### config.mk
export PLATFORM = sky130hd
export DESIGN_NAME = vec_wide_sra
export DESIGN_NICKNAME = d
export VERILOG_FILES = /design/src/rtl/vws_pkg.sv /design/src/rtl/vws_lane_sra.sv /design/src/rtl/vws_width_slice.sv /design/src/rtl/vws_out_stage.sv /design/src/rtl/vec_wide_sra.sv
export SDC_FILE = /design/constraint.sdc
export NUM_CORES = 2
export LEC_CHECK = 0
export BUFFER_PORTS_ARGS = -buffer_cell sky130_fd_sc_hd__buf_4
export CAP_MARGIN = 10
export CORE_AREA = 2 2 316 318
export DETAILED_ROUTE_END_ITERATION = 8
export DIE_AREA = 0 0 318 320
export GPL_ROUTABILITY_DRIVEN = 1
export PLACE_DENSITY = 0.67
export SYNTH_ARGS = -nofsm -noshare
export SYNTH_HDL_FRONTEND = slang
export SYNTH_SLANG_ARGS = --single-unit
### constraint.sdc
create_clock -name clk -period 3.95 [get_ports clk]
set_clock_uncertainty 0.1 [all_clocks]
set_input_delay 1.185 -clock clk [delete_from_list [all_inputs] [get_ports clk]]
set_output_delay 1.185 -clock clk [all_outputs]
set_load 0.02 [all_outputs]
### src/rtl/vws_pkg.sv
// Package: shared types and constants for the vector wide-count shifter.
// Assumes counts are always 64-bit doublewords.
package vws_pkg;

    typedef enum logic [1:0] {
        SZ_BYTE = 2'b00,
        SZ_HALF = 2'b01,
        SZ_WORD = 2'b10,
        SZ_BAD  = 2'b11
    } lane_size_e;

    localparam int unsigned CNT_W     = 64;
    localparam int unsigned NUM_SIZES = 3;

    // Lane width in bits for a legal size code.
    function automatic int unsigned lane_bits(input int unsigned code);
        return 8 << code;
    endfunction

endpackage

### src/rtl/vws_lane_sra.sv
// Module: one lane's arithmetic right shift by a full-width unsigned count.
// Assumes LW is a power of two smaller than 2**CW. Counts >= LW give a sign fill.
module vws_lane_sra #(
    parameter int unsigned LW = 8,
    parameter int unsigned CW = 64
) (
    input  logic [LW-1:0] din,
    input  logic [CW-1:0] cnt,
    output logic [LW-1:0] dout
);
    localparam int unsigned SW = $clog2(LW);

    logic                 oversize;
    logic signed [LW-1:0] sdin;
    logic signed [LW-1:0] shifted;

    // Any set bit above the in-range shift field means count >= LW.
    assign oversize = |cnt[CW-1:SW];
    assign sdin     = din;

    // In-range shift with sign replication.
    always_comb begin
        shifted = sdin >>> cnt[SW-1:0];
    end

    // Select the sign fill for oversized counts.
    always_comb begin
        dout = oversize ? {LW{din[LW-1]}} : shifted;
    end

endmodule

### src/rtl/vws_width_slice.sv
// Module: the whole-vector result for one fixed lane width, predicate merge included.
// Assumes VLEN is a multiple of CW and CW is a multiple of LW.
module vws_width_slice #(
    parameter int unsigned VLEN = 256,
    parameter int unsigned LW   = 8,
    parameter int unsigned CW   = 64
) (
    input  logic [VLEN-1:0]   opa,
    input  logic [VLEN-1:0]   opb,
    input  logic [VLEN/8-1:0] pred,
    output logic [VLEN-1:0]   res
);
    localparam int unsigned NLANE = VLEN / LW;
    localparam int unsigned PSTEP = LW / 8;
    localparam int unsigned LPD   = CW / LW;

    // Bits that only serve wider or narrower modes are folded here to mark them as intended.
    logic unused_pred;
    assign unused_pred = ^pred;

    for (genvar e = 0; e < NLANE; e++) begin : g_lane
        localparam int unsigned DW = e / LPD;
        logic [LW-1:0] shl;

        vws_lane_sra #(.LW(LW), .CW(CW)) u_sra (
            .din  (opa[e*LW +: LW]),
            .cnt  (opb[DW*CW +: CW]),
            .dout (shl)
        );

        // Governing predicate bit picks the shifted or the original lane.
        assign res[e*LW +: LW] = pred[e*PSTEP] ? shl : opa[e*LW +: LW];
    end

endmodule

### src/rtl/vws_out_stage.sv
// Module: output stage. Registered or pass-through, it holds the last legal result.
// Assumes rst_n is synchronous and active low.
module vws_out_stage #(
    parameter int unsigned VLEN    = 256,
    parameter bit          OUT_REG = 1'b1
) (
    input  logic            clk,
    input  logic            rst_n,
    input  logic            fire,
    input  logic            bad,
    input  logic [VLEN-1:0] nxt_res,
    output logic            out_valid,
    output logic            out_illegal,
    output logic [VLEN-1:0] out_res
);
    logic [VLEN-1:0] held;

    // Keep the last legal result so that illegal and idle cycles show it.
    always_ff @(posedge clk) begin
        if (!rst_n)    held <= '0;
        else if (fire) held <= nxt_res;
    end

    if (OUT_REG) begin : g_reg
        logic vld_q, bad_q;

        // Register the strobes one cycle behind the request.
        always_ff @(posedge clk) begin
            if (!rst_n) begin
                vld_q <= 1'b0;
                bad_q <= 1'b0;
            end else begin
                vld_q <= fire;
                bad_q <= bad;
            end
        end

        assign out_valid   = vld_q;
        assign out_illegal = bad_q;
        assign out_res     = held;
    end else begin : g_comb
        assign out_valid   = fire;
        assign out_illegal = bad;
        assign out_res     = fire ? nxt_res : held;
    end

endmodule

### src/rtl/vec_wide_sra.sv
// Module: predicated vector arithmetic right shift, with counts from overlapping doublewords.
// Assumes VLEN is a multiple of 64. Size code 11 is rejected with out_illegal.
module vec_wide_sra #(
    parameter int unsigned VLEN    = 256,
    parameter bit          OUT_REG = 1'b1
) (
    input  logic              clk,
    input  logic              rst_n,
    input  logic              in_valid,
    input  logic [1:0]        in_size,
    input  logic [VLEN-1:0]   in_opa,
    input  logic [VLEN-1:0]   in_opb,
    input  logic [VLEN/8-1:0] in_pred,
    output logic              out_valid,
    output logic              out_illegal,
    output logic [VLEN-1:0]   out_res
);
    import vws_pkg::*;

    localparam int unsigned PW = VLEN / 8;

    logic [VLEN-1:0] slice_res [NUM_SIZES];
    logic [VLEN-1:0] sel_res;
    logic            size_bad;
    logic            fire;
    logic            bad;

    for (genvar s = 0; s < NUM_SIZES; s++) begin : g_width
        vws_width_slice #(.VLEN(VLEN), .LW(lane_bits(s)), .CW(CNT_W)) u_slice (
            .opa  (in_opa),
            .opb  (in_opb),
            .pred (in_pred[PW-1:0]),
            .res  (slice_res[s])
        );
    end

    // Decode the size code into a legality flag.
    assign size_bad = (lane_size_e'(in_size) == SZ_BAD);
    assign fire     = in_valid & ~size_bad;
    assign bad      = in_valid &  size_bad;

    // Pick the slice that matches the requested lane width.
    always_comb begin
        case (lane_size_e'(in_size))
            SZ_BYTE: sel_res = slice_res[0];
            SZ_HALF: sel_res = slice_res[1];
            SZ_WORD: sel_res = slice_res[2];
            default: sel_res = in_opa;
        endcase
    end

    vws_out_stage #(.VLEN(VLEN), .OUT_REG(OUT_REG)) u_out (
        .clk         (clk),
        .rst_n       (rst_n),
        .fire        (fire),
        .bad         (bad),
        .nxt_res     (sel_res),
        .out_valid   (out_valid),
        .out_illegal (out_illegal),
        .out_res     (out_res)
    );

endmodule

==> metrics <==
run status=completed; relative slew slack=0.130; grt ovf=0; pre-CTS setup slack=-0.0583 ns; startpoint types=input pin; r2r setup slk=2.52 ns; VDD IR max=0.288 mV; routed via count=50600; clk_lat worst skew=0.62 ns; Arr. time, crit path=3.86 ns; hold_buf cts=0; DR WL/cell=36.0 um; Ports=807; peak fanout along the critical path=11; most frequent cells in the layout=1309 x buf_4, 608 x nand2_1, 572 x o21ai_0, 364 x a21oi_1, 330 x nor2_1; row count=115; Period minus WS final=3.46 ns; Max Cap Viol=0; Mapped Area=36700 um^2; core area=98000 um^2; CTS tree=yes; initial cell density of the core=0.375; number of global-route vias before repair=47500; Synth warnings=0; DRC=0; first-pass GRT wire length=357 mm; 1st-pass router iterations=7; sequential cell area fraction in the yosys report=0.141; routability cong.=1.05; PortBufs=806; nets=6267; Post-Place Cell Area=47200 um^2; top-area cell type share of the netlist area=0.170; Die ar.=102000 um^2; synthesis-to-finish area growth=32.3%; CTS H-Tree Depth=2; Hold Path Stages=1; Seq cells post-synth=258; R2R Path End=u_out.out_res[113]; leakage dissipation=19.6 nW; initial antenna violation count=19; FFs w/ async S/R, synth=0; Final Hold Fails=0; crit end category=flip-flop; fmax=289 MHz; Final Instance Area=48600 um^2; leading area contributor after synthesis=mux4_2; postcts setup bufs=0; CTS Sinks=258; Post-DRT Antenna Nets=0; # setup viols final=0; critical path endpoint=u_out.out_res[229]; final WL=254 mm; multi-input logic area=29100 um^2; critical path class=input pin to flip-flop; most common cell after layout, fill and taps aside=buf_4; Chip Height=320 um; Final Cycle Share=0.876; Post-synth top flop=dfxtp_1; syn avg cell area=7.58 um^2; Pwr Density=271 nW/um^2; All-Layer GR Usage=0.476; Worst Path Required=4.35 ns; fin util=0.496; Worst-Margin Slew=1.30 ns; CTS buffer count=41; FF/Latch Area=5160 um^2; reg2reg start=u_out.out_res[113]; Die Width=318 um; First DRT Iteration DRCs=8041; via/cell ratio=7.18; Worst Hold Class=flip-flop to flip-flop; Post-synth EDFFs=0; Syn Inst Count=4849; layout cells sized above 1=0.340; post-CTS sizing=0; max-slew violation count=0; CTS clk-pin slew, worst paths=0.06 ns; largest net degree at the start of global routing=79; Mapped Nets=5398; CTS Buffer Depth=3; largest cells by area after synthesis=mux4_2 17%, dfxtp_1 14%, o21ai_0 7.8%; Yosys cell types=86; CP Launch Point=in_opb[218]; final worst slack=0.491 ns; DPL Wire Length=190 mm; Filler cells=9789; root buffer cell=clkbuf_16; R2R cell count=3; RSZ-0062 raised after global routing=false
==> per-stage QoR <==
| stage | instances | total power [mW] | hold slack [ns] | TNS [ns] |
|---|---|---|---|---|
| 2_1_floorplan | 4849 | 5.94 | 0.430 | 0 |
| 3_3_place_gp | 6962 | 8.84 | 0.343 | -0.273 |
| 3_5_place_dp | 6962 | 8.81 | 0.342 | -0.115 |
| 4_1_cts | 7033 | 12.9 | 0.357 | 0 |
| 5_1_grt | 7039 | 13.4 | 0.389 | 0 |
| 6_report | 7043 | 13.2 | 0.352 | 0 |
==> cells by family (layout without fill, tap and decap cells) <==
kind of cell	after synthesis	in the layout	synth area share
AO/OA/AOI/OAI	1865	1865	0.329
buffers and inverters	620	1517	0.0695
flip-flops	258	258	0.141
multiplexers	674	674	0.283
other	0	10	0
AND/OR/NAND/NOR	1432	1432	0.178
==> metal layers <==
| metal | part of all wire | up-vias | track usage |
|---|---|---|---|
| li1 | - | 20700 | - |
| met1 | 0.37 | 24500 | 0.593 |
| met2 | 0.43 | 4438 | 0.718 |
| met3 | 0.13 | 1011 | 0.138 |
| met4 | 0.076 | 16 | 0.303 |
| met5 | 0.00043 | - | 0 |
==> synthesized netlist by cell type (35+ instances only) <==
master and number:
nand2_1 612, o21ai_0 572, clkbuf_1 384, a21oi_1 364, nor2_1 337, mux4_2 278, dfxtp_1 258, mux2i_1 258
a31oi_1 152, mux2_2 138, nand3_1 95, o211ai_1 93, a211oi_1 78, buf_2 78, nor4_1 72, nor3_1 71
inv_1 63, a221oi_1 62, buf_1 50, o22ai_1 50, a311oi_1 38, a21o_1 36, and3_1 35, o221ai_1 35
==> worst min-delay path by stage <==
stage	startpoint	endpoint	slack, ns
after floorplan	u_out.out_res[111]	u_out.out_res[111]	0.43
after global placement	u_out.out_res[195]	u_out.out_res[195]	0.34
after detailed placement	u_out.out_res[195]	u_out.out_res[195]	0.34
after CTS	u_out.out_res[195]	u_out.out_res[195]	0.36
after global routing	u_out.out_res[219]	u_out.out_res[219]	0.39
final	u_out.out_res[195]	u_out.out_res[195]	0.35
==> worst max-delay path, cell delays in order <==
cell	delay, ns
buf_4	0.12
nor4_1	0.27
buf_4	0.17
and4_1	0.26
and4_1	0.29
buf_12	0.17
and3_1	0.34
mux2_2	0.38
a211oi_1	0.51
o21ai_0	0.16
==> layout make-up <==
cell class                      instances  area share
Antenna cell                           10    0.000515
Inverter                               77     0.00597
Timing Repair Buffer                 1369       0.226
Clock inverter                         14     0.00440
Multi-Input combinational cell       3971       0.599
Tap cell                             1287      0.0331
Clock buffer                           57      0.0247
Sequential cell                       258       0.106
==> where the power goes <==
part	switching [mW]	total [mW]	internal [mW]
clock network	1.68	4.12	2.44
logic	3.60	5.97	2.36
registers	0.268	3.07	2.81
==> flip-flops by register name, indices dropped and copies added, names as in the netlist <==
name,cells
u_out.out_valid,1
u_out.out_illegal,1
u_out.out_res,256
Note: power is estimated with default switching activity, not from simulation.
